File: src/rtl/dma_seq_pkg.sv
package dma_seq_pkg;

   // Item size encoding carried in the control word
   typedef enum logic [1:0] {
      ISZ_8    = 2'd0,
      ISZ_16   = 2'd1,
      ISZ_32   = 2'd2,
      ISZ_RSVD = 2'd3
   } item_size_e;

   localparam int unsigned ISZ_W = 2;

   // Sequencer states
   typedef enum logic [1:0] {
      SQ_IDLE = 2'd0,
      SQ_RUN  = 2'd1,
      SQ_WB   = 2'd2,
      SQ_ARB  = 2'd3
   } seq_state_e;

endpackage

File: src/rtl/dma_cfg_decode.sv
module dma_cfg_decode
   import dma_seq_pkg::*;
#(
   parameter int unsigned ARB_W = 4,
   parameter int unsigned CNT_W = 10,
   localparam int unsigned CW   = 2*ISZ_W + ARB_W + CNT_W + 1
) (
   input  logic [CW-1:0]    ctrl_i,
   output item_size_e       size_o,
   output logic [ARB_W-1:0] arb_o,
   output logic [CNT_W-1:0] cnt_o,
   output logic             fin_burst_o,
   output logic             err_o
);

   localparam int unsigned SRC_LO = 0;
   localparam int unsigned DST_LO = SRC_LO + ISZ_W;
   localparam int unsigned ARB_LO = DST_LO + ISZ_W;
   localparam int unsigned CNT_LO = ARB_LO + ARB_W;
   localparam int unsigned FLG_BIT = CNT_LO + CNT_W;

   logic [ISZ_W-1:0] src_sz;
   logic [ISZ_W-1:0] dst_sz;

   always_comb begin
      src_sz      = ctrl_i[SRC_LO +: ISZ_W];
      dst_sz      = ctrl_i[DST_LO +: ISZ_W];
      arb_o       = ctrl_i[ARB_LO +: ARB_W];
      cnt_o       = ctrl_i[CNT_LO +: CNT_W];
      fin_burst_o = ctrl_i[FLG_BIT];
      size_o      = item_size_e'(src_sz);
      err_o       = (src_sz == ISZ_RSVD) || (src_sz != dst_sz);
   end

endmodule

File: src/rtl/dma_run_len.sv
module dma_run_len #(
   parameter int unsigned ARB_W = 4,
   parameter int unsigned CNT_W = 10,
   localparam int unsigned REM_W = CNT_W + 1,
   localparam int unsigned NCODE = 1 << ARB_W
) (
   input  logic [ARB_W-1:0] code_i,
   output logic [REM_W-1:0] len_o
);

   localparam logic [REM_W-1:0] MAX_LEN = REM_W'(1) << CNT_W;

   if (ARB_W < 1 || ARB_W > 8) begin : g_bad_arb
      $error("dma_run_len: ARB_W out of range");
   end
   if (CNT_W < 1 || CNT_W > 20) begin : g_bad_cnt
      $error("dma_run_len: CNT_W out of range");
   end

   logic [REM_W-1:0] lut [NCODE];

   // Codes up to CNT_W-1 give a power of two; larger codes saturate at the maximum count
   for (genvar k = 0; k < NCODE; k++) begin : g_code
      if (k < CNT_W) begin : g_pow
         assign lut[k] = REM_W'(1) << k;
      end else begin : g_sat
         assign lut[k] = MAX_LEN;
      end
   end

   assign len_o = lut[code_i];

endmodule

File: src/rtl/dma_item_ctr.sv
module dma_item_ctr #(
   parameter int unsigned CNT_W = 10,
   localparam int unsigned REM_W = CNT_W + 1
) (
   input  logic             clk,
   input  logic             rst_n,
   input  logic             load_i,
   input  logic [CNT_W-1:0] load_cnt_i,
   input  logic             seg_i,
   input  logic [REM_W-1:0] run_len_i,
   input  logic             hit_i,
   output logic             last_o,
   output logic             run_end_o,
   output logic             full_o,
   output logic [CNT_W-1:0] wb_cnt_o
);

   logic [REM_W-1:0] rem_q;
   logic [REM_W-1:0] run_q;
   logic             full_q;
   logic [REM_W-1:0] base;
   logic             base_full;

   always_comb begin
      base      = load_i ? ({1'b0, load_cnt_i} + REM_W'(1)) : rem_q;
      base_full = (base >= run_len_i);
   end

   always_ff @(posedge clk or negedge rst_n) begin
      if (!rst_n) begin
         rem_q  <= '0;
         run_q  <= '0;
         full_q <= 1'b0;
      end else begin
         if (load_i) begin
            rem_q <= base;
         end else if (hit_i) begin
            rem_q <= rem_q - REM_W'(1);
         end
         if (seg_i) begin
            run_q  <= base_full ? run_len_i : base;
            full_q <= base_full;
         end else if (hit_i) begin
            run_q <= run_q - REM_W'(1);
         end
      end
   end

   always_comb begin
      last_o    = (rem_q == REM_W'(1));
      run_end_o = (run_q == REM_W'(1));
      full_o    = full_q;
      wb_cnt_o  = CNT_W'(rem_q - REM_W'(1));
   end

endmodule

File: src/rtl/dma_run_seq.sv
module dma_run_seq
   import dma_seq_pkg::*;
#(
   parameter int unsigned ARB_W = 4,
   parameter int unsigned CNT_W = 10,
   localparam int unsigned CW    = 2*ISZ_W + ARB_W + CNT_W + 1,
   localparam int unsigned REM_W = CNT_W + 1
) (
   input  logic             clk,
   input  logic             rst_n,
   input  logic             start_i,
   input  logic [CW-1:0]    ctrl_i,
   input  logic             grant_i,
   output logic             req_o,
   output logic             burst_o,
   output logic             wb_valid_o,
   output logic [CNT_W-1:0] wb_count_o,
   output logic             rearb_o,
   output logic             done_o,
   output logic             cfg_err_o,
   output logic [ISZ_W-1:0] item_size_o
);

   seq_state_e       state_q;
   item_size_e       dec_size;
   logic [ARB_W-1:0] dec_arb;
   logic [CNT_W-1:0] dec_cnt;
   logic             dec_flag;
   logic             dec_err;

   logic [ARB_W-1:0] arb_q;
   logic             flag_q;
   item_size_e       size_q;
   logic             done_q;
   logic             err_q;

   logic [ARB_W-1:0] code_sel;
   logic [REM_W-1:0] run_len;
   logic             accept;
   logic             reject;
   logic             hit;
   logic             seg;
   logic             last_item;
   logic             run_end;
   logic             full_run;
   logic [CNT_W-1:0] wb_cnt;

   dma_cfg_decode #(.ARB_W(ARB_W), .CNT_W(CNT_W)) dec_i (
      .ctrl_i      (ctrl_i),
      .size_o      (dec_size),
      .arb_o       (dec_arb),
      .cnt_o       (dec_cnt),
      .fin_burst_o (dec_flag),
      .err_o       (dec_err)
   );

   always_comb begin
      accept   = (state_q == SQ_IDLE) && start_i && !dec_err;
      reject   = (state_q == SQ_IDLE) && start_i &&  dec_err;
      hit      = (state_q == SQ_RUN)  && grant_i;
      seg      = accept || (state_q == SQ_ARB);
      code_sel = (state_q == SQ_IDLE) ? dec_arb : arb_q;
   end

   dma_run_len #(.ARB_W(ARB_W), .CNT_W(CNT_W)) len_i (
      .code_i (code_sel),
      .len_o  (run_len)
   );

   dma_item_ctr #(.CNT_W(CNT_W)) ctr_i (
      .clk        (clk),
      .rst_n      (rst_n),
      .load_i     (accept),
      .load_cnt_i (dec_cnt),
      .seg_i      (seg),
      .run_len_i  (run_len),
      .hit_i      (hit),
      .last_o     (last_item),
      .run_end_o  (run_end),
      .full_o     (full_run),
      .wb_cnt_o   (wb_cnt)
   );

   always_ff @(posedge clk or negedge rst_n) begin
      if (!rst_n) begin
         state_q <= SQ_IDLE;
         arb_q   <= '0;
         flag_q  <= 1'b0;
         size_q  <= ISZ_8;
         done_q  <= 1'b0;
         err_q   <= 1'b0;
      end else begin
         done_q <= hit && last_item;
         err_q  <= reject;
         unique case (state_q)
            SQ_IDLE: begin
               if (accept) begin
                  arb_q   <= dec_arb;
                  flag_q  <= dec_flag;
                  size_q  <= dec_size;
                  state_q <= SQ_RUN;
               end
            end
            SQ_RUN: begin
               if (hit) begin
                  if (last_item) begin
                     state_q <= SQ_IDLE;
                  end else if (run_end) begin
                     state_q <= SQ_WB;
                  end
               end
            end
            SQ_WB:   state_q <= SQ_ARB;
            SQ_ARB:  state_q <= SQ_RUN;
            default: state_q <= SQ_IDLE;
         endcase
      end
   end

   always_comb begin
      req_o       = (state_q == SQ_RUN);
      burst_o     = req_o && (full_run || flag_q);
      wb_valid_o  = (state_q == SQ_WB);
      wb_count_o  = wb_valid_o ? wb_cnt : '0;
      rearb_o     = (state_q == SQ_ARB);
      done_o      = done_q;
      cfg_err_o   = err_q;
      item_size_o = size_q;
   end

endmodule

File: config.mk
export PLATFORM = sky130hd
export DESIGN_NAME = dma_run_seq
export DESIGN_NICKNAME = d
export VERILOG_FILES = /design/src/rtl/dma_seq_pkg.sv /design/src/rtl/dma_cfg_decode.sv /design/src/rtl/dma_run_len.sv /design/src/rtl/dma_item_ctr.sv /design/src/rtl/dma_run_seq.sv
export SDC_FILE = /design/constraint.sdc
export NUM_CORES = 1
export LEC_CHECK = 0
export BUFFER_PORTS_ARGS = -buffer_cell sky130_fd_sc_hd__buf_4
export CORE_UTILIZATION = 53
export CTS_CLUSTER_DIAMETER = 40
export CTS_CLUSTER_SIZE = 20
export DETAILED_ROUTE_END_ITERATION = 10
export HOLD_SLACK_MARGIN = 0.02
export PLACE_DENSITY = 0.81
export SYNTH_ARGS = -nofsm -noshare
export SYNTH_HDL_FRONTEND = slang
export SYNTH_SLANG_ARGS = --single-unit
File: constraint.sdc
create_clock -name clk -period 3.1 [get_ports clk]
set_clock_uncertainty 0.15 [all_clocks]
set_input_delay 0.155 -clock clk [delete_from_list [all_inputs] [get_ports clk]]
set_output_delay 0.155 -clock clk [all_outputs]
set_load 0.05 [all_outputs]
# Yosys cells after proc, flatten, opt, wreduce, memory -nomap -nowiden
# Memories as Yosys holds them, arrays and structs flattened.
# Index checks and enable logic that the tools add are counted.
[totals]
register_bits = 34
rom_bits = 176
inputBits = 23
output_inout_bits = 18
mem_count = 1
[memory_table]
columns = ["memory", "words", "word_bits", "rd", "rd_clocked_by_memory_dff", "write_ports", "line_no", "text"]
rows = [
  ["(name not given)", 16, 11, 1, 0, 0, "dma_run_len.sv:31", "assign len_o = lut[code_i];"],
]
[op_classes]
add_sub_neg = 3
magnitude_cmp = 2
eq_ne = 10
muxes = 15
n_bitwise = 1
reduce_logical = 15
[ops]
columns = ["op", "count"]
rows = [
  ["2-to-1 mux 11 bit", 8],
  ["equality test 11 x 1 -> 1 bit (second input constant)", 2],
  ["subtractor 11 x 1 -> 11 bit (second input constant)", 2],
  ["adder 10 x 1 -> 11 bit (second input constant)", 1],
  ["greater-or-equal comparator 11 bit", 1],
  ["2-to-1 mux 10 bit", 1],
  ["2-to-1 mux 2 bit", 4],
  ["case mux 2 bit (4 select lines)", 1],
  ["equality test 2 bit (second input constant)", 3],
  ["logical AND 1 bit", 6],
  ["greater-or-equal comparator 5 bit (second input constant)", 1],
  ["NOT 4 -> 5 bit", 1],
  ["2-to-1 mux 4 bit", 1],
  ["!= test 2 x 1 -> 1 bit (second input constant)", 2],
  ["nonzero test 2 bit", 2],
  ["logical OR 1 bit", 3],
  ["!= test 3 x 1 -> 1 bit (second input constant)", 1],
  ["AND reduction 3 bit", 1],
  ["equality test 2 x 1 -> 1 bit (second input constant)", 1],
  ["logical NOT 2 bit", 1],
  ["!= test 2 bit", 1],
  ["AND reduction 2 bit", 1],
  ["logical NOT 1 bit", 1],
]

# Depth between registers and ports, before layout
[depth]
word_depth = 9
mapped_depth = 14

# By module
# From an unflattened synthesis, not the netlist that was laid out.
[hier_totals]
cells_unflattened = 347
area_unflattened_um2 = 3160.5
[modules_own_cells]
columns = ["module", "n_inst", "cells_per_inst", "area_each_um2", "seq_area_each_um2"]
rows = [
  ["dma_item_ctr", 1, 256, 2172.1, 575.6],
  ["dma_run_seq", 1, 55, 646.9, 275.3],
  ["dma_run_len", 1, 15, 186.4, 0.0],
  ["dma_cfg_decode", 1, 21, 155.1, 0.0],
]

# Least setup slack after synthesis
# Ideal clock, no wire load.
[synth_timing]
path_type = "reg2reg"
startpoint = "register state_q[0]"
endpoint = "register ctr_i.run_q[1]"
setup_ns = 0.095
t_arrival_ns = 3.060
slack_ns = -0.205
stages_incl_launch_ff = 15
period_less_slack_ns = 3.305
path_cell_list = "dfrtp_1 > inv_1 > ha_1 > and2_1 > clkbuf_1 > clkbuf_1 > o211ai_1 > o21a_1 > ha_1 > a21oi_1 > o21ai_0 > o31ai_1 > buf_2 > a21boi_0 > o31ai_1"
[synth_between]
elab_chain_cells = 9
elab_cells_between_ends = 17
cone_classes = "order compare (1); eq/ne (2); mux (6); bitwise (1); reduce/logical (6); memory (1)"
[synth_lines]
columns = ["element", "line_no", "text"]
rows = [
  ["start, declared", "dma_run_seq.sv:24", "seq_state_e state_q;"],
  ["start signal, assigned", "dma_run_seq.sv:86", "state_q <= SQ_IDLE;"],
  ["start signal, assigned", "dma_run_seq.sv:101", "state_q <= SQ_RUN;"],
  ["start signal, assigned", "dma_run_seq.sv:107", "state_q <= SQ_IDLE;"],
  ["logical NOT 2 bit", "dma_run_seq.sv:58, dma_run_seq.sv:62", ""],
  ["2-to-1 mux 4 bit", "dma_run_seq.sv:62", "code_sel = (state_q == SQ_IDLE) ? dec_arb : arb_q;"],
  ["NOT 4 -> 5 bit (implied by the code)", "dma_run_len.sv:31", ""],
  ["memory (16 x 11 bit)", "--", ""],
  ["2-to-1 mux 11 bit (implied by the code) (2 in series)", "dma_run_len.sv:31", ""],
  ["greater-or-equal comparator 11 bit", "dma_item_ctr.sv:26", "base_full = (base >= run_len_i);"],
  ["2-to-1 mux 11 bit", "dma_item_ctr.sv:41", "run_q <= base_full ? run_len_i : base;"],
  ["2-to-1 mux 11 bit", "dma_item_ctr.sv:40", "if (seg_i) begin"],
  ["end signal, assigned", "dma_item_ctr.sv:41", ""],
  ["end signal, assigned", "dma_item_ctr.sv:44", "run_q <= run_q - REM_W'(1);"],
  ["end, declared", "dma_item_ctr.sv:19", "logic [REM_W-1:0] run_q;"],
]
# Several ways; a longest one is shown, not always the timed one. The select of a mux whose other input is x is not followed.
# A chain may end at the register's enable or synchronous reset.

# Final worst setup path
[layout_timing]
startpoint = "register state_q[1]"
endpoint = "register ctr_i.run_q[4]"
# The elaborated chain is that of the path after synthesis.

==> results.md <==
* Status: complete, no violations
* Die Wd at 77.80 microns
* DP Wirelength at 6336 microns
* Synthesized instance count at 365
* Yosys top cell by area: dfrtp_1
* Least-Margin Pin Slew at 0.7339 ns
* Leak at 1.624 nW
* Dpl cells at 471
* Crit-path max FO at 6
* Clock Pin Slew Worst Setup and Hold Paths at 0.07 ns
* # rows at 27
* Final hold slack at 0.03551 ns
* Yosys cell types at 62
* I/O pin cnt at 41
* Pwr Total at 4.052 mW
* Netlist Area Pre-Place at 3045 sq um
* TritonCTS clock tree: yes
* Peak VDD IR at 614.8 uV
* Port bufs at 40
* Initial antenna violation count at 0
* Iteration-0 DRC Markers at 243
* Initial core utilization at 55.31%
* Slew HR at 51.07%
* Highest Clock Rate at 0.3344 GHz
* Yosys Warn Count at 0
* Yosys reg bits at 34
* Post-synth top area share at 27.94%
* First-pass GRT wire length at 14390 microns
* Floorplan die height at 77.80 microns
* Clock power share at 12.4%
* Setup Viol. Count Final at 0
* Layout cells sized above 1 at 23.88%
* P_int at 2.057 mW
* Sw Ratio at 49.25%
* CP max stage cell: dfrtp_1
* PwrDens at 1050 nW/um^2
* GPL Wtd Cong at 1.012
* Max Used Layer: met4
* Seq pwr share at 23.6%
* Post-synth EDFFs at 0
* WL per Instance at 17.87 microns
* Final Cycle Share at 96.46%
* Layout Cells excl Fill at 495
* Clock root cell: clkbuf_8
* Critical path data arrival time at 3.05 ns
* Minimum clock period at 2.990 ns
* CTS H-tree depth at 2
* GR Overflow Total at 0
* DRC viols at 0
* Top cells by area, synth: dfrtp_1 28%, ha_1 8.6%, nand2_1 5.3%, xnor2_1 4.6%, o211ai_1 3.0%
* Drt via density at 6.279
* P_sw at 1.996 mW
* Max_cap viols at 0
* Post-synth top flop: dfrtp_1
* CTS max path bufs at 2
* Min-Delay Path Class: in2reg
* Synthesized area per cell at 8.344 sq um
* Crit path cell chain: inv_2 > ha_4 > buf_4 > o32ai_4 > nand2_2 > ha_4 > a21oi_2 > o21ai_1 > o31ai_2 > buf_4 > buf_4 > o2111ai_1 > a31oi_1
* Routed WL at 8845 microns
* Pin count of the biggest net entering global routing at 35
* Clock Latency Late Sink at 0.30 ns
* Pre-antenna DRT Iters at 4
* Setup Crit Path Kind: reg2reg
* Final hold vios at 0
* CTS buffer count at 5
* Most used cell, CP: buf_4
* Startpoint types: flop
* Worst Path Required at 3.16 ns
* Full die area at 6053 sq um
* Worst Setup End Kind: flop
* Antenna cell count at 0
* Area grow syn2layout at 26.79%
* Vias in the first global route at 3016
* Slowest stage delay, CP at 0.39 ns
* Met3 routed wirelength at 603 microns
* Fin Setup TNS at 0 ns
* Async SR Flop Fraction at 100.0%
* Gr usage total at 30.65%
* Core ar. at 5507 sq um
* Sequential cell area fraction in the yosys report at 27.94%
* Syn Nets at 409
* Combinational fraction of design power at 64.0%
* Wl on met1 at 3706 microns
* Fin nets at 466
* Met2 wire length at 4320 microns
* Final slew viol count at 0
* Via count at 3108
* Total clock sinks at 34
* Final ANT Viol Nets at 0
## power groups by stage
stage,logic [mW],clock network [mW],registers [mW]
after floorplan,1.77,0,0.832
after detailed placement,2.29,0,0.940
after global placement,2.25,0,0.928
final,2.59,0.503,0.956
after global routing,2.83,0.522,0.987
after CTS,2.35,0.510,0.936
## worst max-delay path, delay by kind of cell (launching register included)
| family | cells | cell delay, ns |
|---|---|---|
| AOI/OAI and AO/OA | 6 | 1.22 |
| buffers and inverters | 4 | 0.54 |
| adders and majority gates | 2 | 0.46 |
| DFF | 1 | 0.39 |
| and+or+nand+nor | 1 | 0.15 |
## final cells by class
| type | instances | area [sq um] |
|---|---|---|
| Timing Repair Buffer | 72 | 569.3 |
| Sequential cell | 34 | 850.8 |
| Clock buffer | 5 | 68.82 |
| Inverter | 16 | 60.06 |
| Tap cell | 72 | 90.09 |
| Fill cell | 439 | 1645 |
| Multi-Input combinational cell | 293 | 2153 |
| Clock inverter | 3 | 68.82 |
## placed cells by master, fill, tap and decap left out, types with 6 or more instances in the layout
cell / instances
buf_4: 61
nand2_1: 40
dfrtp_1: 34
ha_1: 18
nor2_1: 17
xnor2_1: 16
o21ai_0: 15
inv_1: 14
nand3_1: 13
a21oi_1: 13
o211ai_1: 12
and2_1: 11
xor2_1: 8
nand4_1: 7
o21a_1: 7
a21boi_0: 7
dlygate4sd3_1: 7
a21o_1: 6
a211o_1: 6
## layer usage
metal | global-route usage (%) | vias to the layer above
li1 | - | 1463
met1 | 38.15 | 1473
met2 | 52.74 | 144
met3 | 5.059 | 28
met4 | 11.89 | 0
met5 | 0 | -
## cell families after synthesis
group                      share of synthesized area, %
muxes                                            0.6574
AOI/OAI and AO/OA                                 25.76
DFF                                               27.94
adders and majority gates                         8.628
xor gates and xnor gates                          6.902
buffers and inverters                             5.546
and+or+nand+nor                                   24.57
## synthesized netlist by cell type, types with 10 or more instances
master and instances:
inv_1 16, a21oi_1 15, xnor2_1 16, o21ai_0 17
ha_1 21, nand3_1 13, and2_1 12, dfrtp_1 34
nor2_1 17, clkbuf_1 10, o211ai_1 12, nand2_1 43
## what timing repair did
item | in CTS | in global routing
endpoints found under the hold margin | 41 | 0
buffers inserted | 0 | 7
pin swaps | 0 | 6
setup endpoints to repair | 12 | 12
cloned | 0 | 2
hold buffers | 7 | 0
gates resized for setup | 4 | 21
## through the flow
| stage | setup slack, ns | util (%) | cell area, sq um |
|---|---|---|---|
| final | 0.1097 | 70.12 | 3861 |
| after global routing | -0.01850 | 70.12 | 3861 |
| after CTS | 0.01070 | 67.19 | 3700 |
| after detailed placement | -0.09324 | 62.92 | 3465 |
| after global placement | -0.05665 | 62.92 | 3465 |
| after floorplan | 0.02442 | - | 3059 |
## state kept, by name, indices dropped and copies added (netlist names)
signal / count
state_q: 2
cfg_err_o: 1
done_o: 1
flag_q: 1
item_size_o: 2
ctr_i.rem_q: 11
ctr_i.full_o: 1
arb_q: 4
ctr_i.run_q: 11
## worst paths after layout
check | from | to | slack, ns | cells after the start
max in group asynchronous | rst_n | ctr_i.rem_q[4] | 2.28 | 2
hold reg to reg | item_size_o[1] | item_size_o[1] | 0.34 | 2
setup / recovery | state_q[1] | ctr_i.run_q[4] | 0.11 | 13
hold / removal | ctrl_i[5] | arb_q[1] | 0.04 | 3
min in group asynchronous | rst_n | ctr_i.run_q[0] | 0.20 | 2
setup reg to reg | state_q[1] | ctr_i.run_q[4] | 0.11 | 13
Power figures use the tool's default switching activity.
